**config.mk**
```make
export PLATFORM = sky130hd
export DESIGN_NAME = apb_watchdog
export DESIGN_NICKNAME = d
export VERILOG_FILES = /design/src/rtl/wdt_pkg.sv /design/src/rtl/wdt_countdown.sv /design/src/rtl/wdt_apb_regs.sv /design/src/rtl/wdt_outmux.sv /design/src/rtl/apb_watchdog.sv
export SDC_FILE = /design/constraint.sdc
export NUM_CORES = 1
export LEC_CHECK = 0
export BUFFER_PORTS_ARGS = -buffer_cell sky130_fd_sc_hd__buf_2
export CAP_MARGIN = 20
export CORE_MARGIN = 3
export CORE_UTILIZATION = 55
export DETAILED_ROUTE_END_ITERATION = 10
export GPL_TIMING_DRIVEN = 0
export PLACE_DENSITY = 0.79
export SLEW_MARGIN = 20
export SYNTH_ARGS = -nofsm -noshare
export SYNTH_HDL_FRONTEND = slang
export SYNTH_SLANG_ARGS = --single-unit
```
**constraint.sdc**
```tcl
create_clock -name clk -period 2.75 [get_ports clk]
set_clock_uncertainty 0.2 [all_clocks]
set_input_delay 0.1375 -clock clk [delete_from_list [all_inputs] [get_ports clk]]
set_output_delay 0.1375 -clock clk [all_outputs]
set_load 0.02 [all_outputs]
```
**src/rtl/wdt_pkg.sv**
```systemverilog
package wdt_pkg;

    localparam int BUS_W  = 32;
    localparam int ADDR_W = 12;
    localparam int WIDX_W = ADDR_W - 2;

    localparam logic [BUS_W-1:0] UNLOCK_KEY = 32'h1ACC_E551;

    // Word indices (byte offset / 4)
    localparam logic [WIDX_W-1:0] W_LOAD     = 10'h000;
    localparam logic [WIDX_W-1:0] W_VALUE    = 10'h001;
    localparam logic [WIDX_W-1:0] W_CTRL     = 10'h002;
    localparam logic [WIDX_W-1:0] W_ICLR     = 10'h003;
    localparam logic [WIDX_W-1:0] W_RAW      = 10'h004;
    localparam logic [WIDX_W-1:0] W_MASKED   = 10'h005;
    localparam logic [WIDX_W-1:0] W_LOCK     = 10'h300;
    localparam logic [WIDX_W-1:0] W_TCTRL    = 10'h3C0;
    localparam logic [WIDX_W-1:0] W_TOUT     = 10'h3C1;
    localparam logic [WIDX_W-1:0] W_ID_FIRST = 10'h3F4;

    // Control word: bit1 reset enable, bit0 interrupt enable
    typedef struct packed {
        logic rst_en;
        logic int_en;
    } wdt_ctrl_t;

    // Test output word: bit1 interrupt, bit0 reset
    typedef struct packed {
        logic force_int;
        logic force_rst;
    } wdt_tout_t;

    function automatic logic [7:0] id_byte(input logic [3:0] idx);
        logic [7:0] b;
        case (idx)
            4'd0:    b = 8'h04;
            4'd4:    b = 8'h24;
            4'd5:    b = 8'hB8;
            4'd6:    b = 8'h1B;
            4'd8:    b = 8'h0D;
            4'd9:    b = 8'hF0;
            4'd10:   b = 8'h05;
            4'd11:   b = 8'hB1;
            default: b = 8'h00;
        endcase
        return b;
    endfunction

endpackage

```
**src/rtl/wdt_countdown.sv**
```systemverilog
module wdt_countdown
    import wdt_pkg::*;
#(
    parameter int CNT_W = 32
) (
    input  logic             clk,
    input  logic             rst,
    input  logic             tick,
    input  logic             load_wr,
    input  logic [CNT_W-1:0] load_val,
    input  logic             clr_wr,
    output logic [CNT_W-1:0] count,
    output logic [CNT_W-1:0] reload,
    output logic             int_raw,
    output logic             rst_stat,
    output logic             running
);

    localparam logic [CNT_W-1:0] CNT_ONE = CNT_W'(1);
    localparam logic [CNT_W-1:0] CNT_MAX = '1;

    logic step;
    logic expire;

    // A bus write takes priority over a tick in the same cycle
    assign step   = tick && running && !load_wr && !clr_wr;
    assign expire = step && (count == CNT_ONE);

    always_ff @(posedge clk) begin
        if (rst) begin
            reload   <= CNT_MAX;
            count    <= CNT_MAX;
            int_raw  <= 1'b0;
            rst_stat <= 1'b0;
            running  <= 1'b1;
        end else begin
            if (load_wr) begin
                reload  <= load_val;
                count   <= load_val;
                running <= 1'b1;
            end else if (clr_wr) begin
                count <= reload;
            end else if (step) begin
                if (count == '0) count <= reload;
                else             count <= count - CNT_ONE;
            end

            if (clr_wr)      int_raw <= 1'b0;
            else if (expire) int_raw <= 1'b1;

            if (expire && int_raw) begin
                rst_stat <= 1'b1;
                running  <= 1'b0;
            end
        end
    end

endmodule

```
**src/rtl/wdt_apb_regs.sv**
```systemverilog
module wdt_apb_regs
    import wdt_pkg::*;
#(
    parameter int CNT_W     = 32,
    parameter bit STICKY_IE = 1'b0
) (
    input  logic              clk,
    input  logic              rst,
    input  logic              psel,
    input  logic              penable,
    input  logic              pwrite,
    input  logic [ADDR_W-1:0] paddr,
    input  logic [BUS_W-1:0]  pwdata,
    input  logic [CNT_W-1:0]  count,
    input  logic [CNT_W-1:0]  reload,
    input  logic              int_raw,
    output logic [BUS_W-1:0]  prdata,
    output logic              load_wr,
    output logic [CNT_W-1:0]  load_val,
    output logic              clr_wr,
    output wdt_ctrl_t         ctrl,
    output logic              test_en,
    output wdt_tout_t         tout,
    output logic              locked
);

    localparam bit HAS_TEST = !STICKY_IE;

    logic [WIDX_W-1:0] widx;
    logic              wr_acc;
    logic              wr_open;
    logic              ctrl_wr;
    logic [BUS_W-1:0]  rd;
    logic [1:0]        unused_lsb;

    assign widx       = paddr[ADDR_W-1:2];
    assign unused_lsb = paddr[1:0];
    assign wr_acc     = psel && penable && pwrite;
    assign wr_open    = wr_acc && !locked;

    assign load_wr  = wr_open && (widx == W_LOAD);
    assign load_val = pwdata[CNT_W-1:0];
    assign clr_wr   = wr_open && (widx == W_ICLR);
    assign ctrl_wr  = wr_open && (widx == W_CTRL) && !(STICKY_IE && ctrl.int_en);

    always_ff @(posedge clk) begin
        if (rst) begin
            ctrl   <= '0;
            locked <= 1'b0;
        end else begin
            if (ctrl_wr)
                ctrl <= wdt_ctrl_t'(pwdata[1:0]);
            if (wr_acc && (widx == W_LOCK))
                locked <= (pwdata != UNLOCK_KEY);
        end
    end

    generate
        if (HAS_TEST) begin : g_test
            always_ff @(posedge clk) begin
                if (rst) begin
                    test_en <= 1'b0;
                    tout    <= '0;
                end else begin
                    if (wr_open && (widx == W_TCTRL)) test_en <= pwdata[0];
                    if (wr_open && (widx == W_TOUT))  tout    <= wdt_tout_t'(pwdata[1:0]);
                end
            end
        end else begin : g_no_test
            assign test_en = 1'b0;
            assign tout    = '0;
        end
    endgenerate

    always_comb begin
        rd = '0;
        case (widx)
            W_LOAD:   rd = BUS_W'(reload);
            W_VALUE:  rd = BUS_W'(count);
            W_CTRL:   rd = BUS_W'(ctrl);
            W_RAW:    rd = BUS_W'(int_raw);
            W_MASKED: rd = BUS_W'(int_raw && ctrl.int_en);
            W_LOCK:   rd = BUS_W'(locked);
            W_TCTRL:  rd = HAS_TEST ? BUS_W'(test_en) : '0;
            default: begin
                if (widx >= W_ID_FIRST)
                    rd = BUS_W'(id_byte(widx[3:0] - 4'd4));
            end
        endcase
    end

    assign prdata = psel ? rd : '0;

endmodule

```
**src/rtl/wdt_outmux.sv**
```systemverilog
module wdt_outmux
    import wdt_pkg::*;
(
    input  wdt_ctrl_t ctrl,
    input  logic      test_en,
    input  wdt_tout_t tout,
    input  logic      int_raw,
    input  logic      rst_stat,
    output logic      irq,
    output logic      rst_req
);

    always_comb begin
        if (test_en) begin
            irq     = tout.force_int;
            rst_req = tout.force_rst;
        end else begin
            irq     = int_raw && ctrl.int_en;
            rst_req = rst_stat && ctrl.rst_en;
        end
    end

endmodule

```
**src/rtl/apb_watchdog.sv**
```systemverilog
module apb_watchdog
    import wdt_pkg::*;
#(
    parameter int CNT_W     = 32,
    parameter bit STICKY_IE = 1'b0
) (
    input  logic              clk,
    input  logic              rst,
    input  logic              psel,
    input  logic              penable,
    input  logic              pwrite,
    input  logic [ADDR_W-1:0] paddr,
    input  logic [BUS_W-1:0]  pwdata,
    output logic [BUS_W-1:0]  prdata,
    output logic              pready,
    output logic              pslverr,
    input  logic              wdog_tick,
    output logic              irq,
    output logic              rst_req
);

    logic             load_wr;
    logic [CNT_W-1:0] load_val;
    logic             clr_wr;
    logic [CNT_W-1:0] count;
    logic [CNT_W-1:0] reload;
    logic             int_raw;
    logic             rst_stat;
    logic             running;
    wdt_ctrl_t        ctrl;
    logic             test_en;
    wdt_tout_t        tout;
    logic             locked;

    assign pready  = 1'b1;
    assign pslverr = 1'b0;

    wdt_apb_regs #(.CNT_W(CNT_W), .STICKY_IE(STICKY_IE)) u_regs (
        .clk      (clk),
        .rst      (rst),
        .psel     (psel),
        .penable  (penable),
        .pwrite   (pwrite),
        .paddr    (paddr),
        .pwdata   (pwdata),
        .count    (count),
        .reload   (reload),
        .int_raw  (int_raw),
        .prdata   (prdata),
        .load_wr  (load_wr),
        .load_val (load_val),
        .clr_wr   (clr_wr),
        .ctrl     (ctrl),
        .test_en  (test_en),
        .tout     (tout),
        .locked   (locked)
    );

    wdt_countdown #(.CNT_W(CNT_W)) u_cnt (
        .clk      (clk),
        .rst      (rst),
        .tick     (wdog_tick),
        .load_wr  (load_wr),
        .load_val (load_val),
        .clr_wr   (clr_wr),
        .count    (count),
        .reload   (reload),
        .int_raw  (int_raw),
        .rst_stat (rst_stat),
        .running  (running)
    );

    wdt_outmux u_out (
        .ctrl     (ctrl),
        .test_en  (test_en),
        .tout     (tout),
        .int_raw  (int_raw),
        .rst_stat (rst_stat),
        .irq      (irq),
        .rst_req  (rst_req)
    );

endmodule

```
# Word-level counts from Yosys, hierarchy flattened
# Memories as Yosys holds them, arrays and structs flattened.
# Index checks and enable logic that the tools add are counted.
# Widths: inputs -> output; s select.
[word_totals]
register_bits = 73
output_inout_bits = 36
mem_bits_ro = 128
elab_cells = 60
memories = 1
latch_bits = 0
inputBits = 50
mem_bits_rw = 0
[op_classes]
div_mod_pow = 0
n_eq_ne = 10
shift = 0
order_cmp = 1
n_bitwise = 0
add_sub_neg = 2
reduce_logical = 24
muxes = 11
multipliers = 0
[mem_list]
columns = ["memory", "depth", "width", "read_ports", "rd_ports_with_merged_regs", "write_ports", "line_no", "rtl"]
rows = [
  ["(no name shown)", 16, 8, 1, 0, 0, "wdt_pkg.sv:35", "case (idx)"],
]
[ops]
columns = ["operator", "n"]
rows = [
  ["$pmux 32 s7", 1],
  ["$mux 32", 5],
  ["$eq 32x1->1 const B", 1],
  ["$logic_not 32->1", 1],
  ["$ne 32x29->1 const B", 1],
  ["$sub 32x1->32 const B", 1],
  ["$eq 10x10->1 const B", 3],
  ["$eq 10x2->1 const B", 2],
  ["$eq 10x3->1 const B", 2],
  ["$logic_and 1x1->1", 16],
  ["$eq 10x1->1 const B", 1],
  ["$ge 10x10->1 const B", 1],
  ["$logic_not 10->1", 1],
  ["$mux 8", 1],
  ["$mux 1", 4],
  ["$sub 4x3->4 const B", 1],
  ["$logic_not 1->1", 3],
  ["$reduce_bool 3->1", 1],
  ["$reduce_bool 2->1", 1],
  ["$reduce_or 2->1", 1],
]

# Logic depth before layout (Yosys ltp)
[logic_depth]
depth_word = 10
ltp_mapped = 10
mapped_depth_nobuf = 8

# Cells and area by module
# From an unflattened synthesis, not the netlist that was laid out.
[hier_totals]
cells_unflattened = 661
hier_area_um2 = 5191.2
[modules_own_cells]
columns = ["mod", "cells_per_inst", "area_each_um2", "n_inst", "seq_area_each_um2"]
rows = [
  ["wdt_countdown", 446, 3587.2, 1, 1341.3],
  ["wdt_apb_regs", 205, 1556.5, 1, 120.1],
  ["wdt_outmux", 6, 25.0, 1, 0.0],
  ["apb_watchdog", 4, 22.5, 1, 0.0],
]

# Least setup slack after synthesis
# OpenSTA, ideal clock, no wires.
[synth_timing]
kind = "in2out"
from = "input port paddr[4]"
to = "output port prdata[11]"
required_time_ns = 2.413
setup_slack_ns = 0.321
path_stages = 9
path_buffers = 2
t_arrival_ns = 2.092
path_cell_list = "inv_1 ha_1 nor3b_2 nand2_1 nor2_1 clkbuf_1 clkbuf_1 a22oi_1 nor2_1"
[synth_via]
elab_chain_cells = 3
elab_cells_between_ends = 9
classes_between = "eq/ne (6); mux (2); reduce/logical (1)"
[synth_rtl]
columns = ["item", "line_no", "rtl"]
rows = [
  ["from (decl)", "apb_watchdog.sv:12", "input logic [ADDR_W-1:0] paddr,"],
  ["$eq 10x10->1, or another cell as far along", "wdt_apb_regs.sv:77", "case (widx)"],
  ["$pmux 32 s7 (*)", "wdt_apb_regs.sv:77", ""],
  ["$mux 32 (*)", "wdt_apb_regs.sv:92", "assign prdata = psel ? rd : '0;"],
  ["to (decl)", "apb_watchdog.sv:14", "output logic [BUS_W-1:0] prdata,"],
]
# Every way passes the cells marked *; elsewhere a longest branch is shown, timed or not.

# Worst setup path in the final report
[layout_timing]
from = "register u_cnt.count[0]"
to = "register u_cnt.count[8]"
[layout_via]
elab_chain_cells = 5
elab_cells_between_ends = 6
classes_between = "add/sub (1); mux (4); reduce/logical (1)"
[layout_rtl]
columns = ["item", "line_no", "rtl"]
rows = [
  ["from (decl)", "wdt_countdown.sv:12", "output logic [CNT_W-1:0] count,"],
  ["from (signal assigned)", "wdt_countdown.sv:39", "count <= load_val;"],
  ["from (signal assigned)", "wdt_countdown.sv:42", "count <= reload;"],
  ["from (signal assigned)", "wdt_countdown.sv:44", "if (count == '0) count <= reload;"],
  ["$sub 32x1->32 or $logic_not 32->1 (tied branches)", "wdt_countdown.sv:45, wdt_countdown.sv:44", ""],
  ["$mux 32 (*)", "wdt_countdown.sv:44", ""],
  ["$mux 32 (*)", "wdt_countdown.sv:43", "end else if (step) begin"],
  ["$mux 32 (*)", "wdt_countdown.sv:41", "end else if (clr_wr) begin"],
  ["$mux 32 (*)", "wdt_countdown.sv:37", "if (load_wr) begin"],
]
# Every way passes the cells marked *; elsewhere a longest branch is shown, timed or not. The select of a mux whose other input is x is not followed.
# A chain may end at the register's enable or synchronous reset.

==> reports/results.txt <==
crit path max fanout: 10
Synthesized Nets: 710
status: finished, final reports clean
Nets: 850
Congestion Overflow GR: 0
min Tclk post-route: 2.69 ns
vias in the first global route: 5402
Clk pin slew, worst setup/hold paths: 0.08 ns
layout cell share with drive strength beyond 1: 20.9%
top post-synthesis cells by area: dfxtp_1 (30%), nand2_1 (8.4%), a21oi_1 (6.5%)
Post-synth EDFFs: 0
Total Routed Length: 18.2 mm
gp weighted congestion: 0.974
post-route ant nets: 0
TritonRoute pass-1 iters: 5
cell area after layout: 6150 um^2
post-synthesis cell area: 4810 um^2
TritonCTS clock tree: done
multi-input combinational cell area: 3230 um^2
clk buf depth: 2
Crit. End Element: register
Setup violations, final: 0
Initial Util: 57.6%
top post-synthesis cells by count: nand2_1 (108), nor2_1 (75), dfxtp_1 (73)
synth warn: 0
VDD IR max: 0.000242 V
hold crit path type: input port to register
diode count: 0
Vias per Instance: 6.59
final core area utilization: 73.7%
CORE AREA: 8340 um^2
CP max stage delay: 0.39 ns
first-pass GRT wire length: 27.6 mm
DP Area: 5340 um^2
CP top delay family: compound AO/OA/AOI/OAI gates
antenna violations before repair: 0
Async SR Flop Fraction: 0%
Iteration-0 DRC Markers: 790
Die Y: 99.5 um
Startpoint Class: register
Avg Cell Area, Syn: 7.39 um^2
I/O Buffers: 80
leakage: 2.55 nW
insertion delay to the later sink of the worst-skew pair: 0.36 ns
classification of the worst setup path: register to register
count of state elements after synthesis: 73
largest net degree at the start of global routing: 13
I/O pins: 86
highest routed layer: met4
via count: 5933
post-synthesis cell type count: 72
final hold vios: 0
Max-slew headroom: 46.9%
Post-route DRC: 0
WP data required: 2.79 ns
met3 routed WL: 2.21 mm
CP Buf/Inv Count: 3
Site Rows: 33
PD cells: 372 nW/um^2
met2 wire length: 7.93 mm
CP arrival: 2.73 ns
Syn Inst Count: 650
gr usage total: 35.3%
Reg area: 1460 um^2
die area: 9900 um^2
Fmax: 372 MHz
Num CTS Buffers: 9
area leader, netlist: dfxtp_1
Die X: 99.5 um
clk sinks: 73
setup_tns: 0 ns
period utilization: 97.7%
Final Power: 2.29 mW
Met1 Wirelength: 7.31 mm
actual slew at the worst max-slew pin: 0.796 ns
Root Buffer: clkbuf_8
routed len/inst: 20.2 um
H-Tree Depth: 3
sequential share of the synthesized area: 30.4%
fin. max-slew vios: 0
DPL Wire Length: 12.4 mm
most common cell in the synthesized netlist: nand2_1
Worst path slowest cell: dfxtp_2
Max-Cap Viols: 0
# fillers: 681
Min Hold Slack: 0.00782 ns
crit path cell chain: inv_1 -> ha_4 -> nor3b_4 -> buf_4 -> nand4_4 -> o31a_1 -> buf_2 -> o211a_1 -> o22ai_1 -> nand2_1
Area Growth Syn to Fin: 27.9%
Yosys top cell area share: 30.4%
Synth Flop Type: dfxtp_1
-- worst reg2reg max path, delay by kind of cell (launching register included) --
kind                       cells  cell delay [ns]
AOI/OAI and AO/OA              3             0.79
adders and majority gates      1             0.19
and+or+nand+nor                3             0.44
DFF                            1             0.39
buffers and inverters          3             0.58
-- where the power goes --
part / internal, mW / switching, mW / total (mW)
logic: 0.117 / 0.153 / 0.270
clock network: 0.511 / 0.436 / 0.946
registers: 1.06 / 0.0101 / 1.07
total: 1.69 / 0.599 / 2.29
-- worst paths after layout --
kind / from / end / slack [ns] / cells after the start
max: u_cnt.count[0]$_SDFFE_PP1P_ / u_cnt.count[8]$_SDFFE_PP1P_ / 0.06 / 10
min: pwrite / u_regs.locked$_SDFFE_PP0P_ / 0.008 / 5
max reg2reg: u_cnt.count[0]$_SDFFE_PP1P_ / u_cnt.count[8]$_SDFFE_PP1P_ / 0.06 / 10
min reg2reg: u_cnt.reload[13]$_SDFFE_PP1P_ / u_cnt.reload[13]$_SDFFE_PP1P_ / 0.26 / 2
-- cell type report --
| cell class | count | share of cell area, % |
|---|---|---|
| plain buffers | 42 | 3.32 |
| multi-input cells | 523 | 52.5 |
| inverters | 10 | 0.611 |
| clock inverters | 5 | 1.30 |
| repair buffers | 131 | 14.2 |
| flip-flops and latches | 73 | 23.8 |
| well taps | 105 | 2.14 |
| clock buffers | 11 | 2.14 |
-- metrics by stage --
step                      std cells  worst slack [ns]
after global placement          835            -0.444
after detailed placement        835            -0.495
after CTS                       887           0.00539
final                           900            0.0637
after floorplan                 650             0.321
after global routing            900           -0.0184
-- state kept, by name, indices dropped and copies added (netlist names) --
name and cells:
u_cnt.running 1, u_cnt.int_raw 1, u_regs.locked 1, u_regs.test_en 1, u_cnt.count 32, u_regs.tout 2, u_cnt.reload 32, u_regs.ctrl 2
u_cnt.rst_stat 1
-- repair_timing --
item	in CTS	in global routing
endpoints found under the hold margin	64	0
pin swaps	1	4
buffers inserted	2	14
resized for setup	15	27
setup endpoints to repair	68	61
hold buffers	35	0
-- cell usage in the layout (no fill, tap or decap), types with 13 or more instances in the layout --
master / instances
a21oi_1: 62
clkbuf_1: 21
buf_4: 19
a22oi_1: 29
nor3_1: 14
buf_2: 90
nand3_1: 13
nand3b_1: 16
nor2_1: 72
nand4_1: 18
nand2_1: 108
o21ai_0: 19
dlygate4sd3_1: 35
dfxtp_1: 72
-- routing by layer --
| layer | GRT usage, % | vias up |
|---|---|---|
| met1 | 49.0 | 2736 |
| met2 | 54.5 | 433 |
| li1 | - | 2687 |
| met3 | 5.33 | 77 |
| met4 | 15.3 | 0 |
| met5 | 0 | - |
-- cell families (layout without fill, tap and decap cells) --
kind of cell    after synthesis  count (layout)  share of synthesized area (%)
compound gates              188             188                           26.1
buf+inv                      54             199                           4.66
xor+xnor                      4               4                          0.729
other cells                   2               2                          0.156
mux                           6               6                           1.25
simple gates                313             313                           34.1
flops                        73              73                           30.4
fa+ha+maj                    10              10                           2.60
Power figures use the tool's default switching activity.
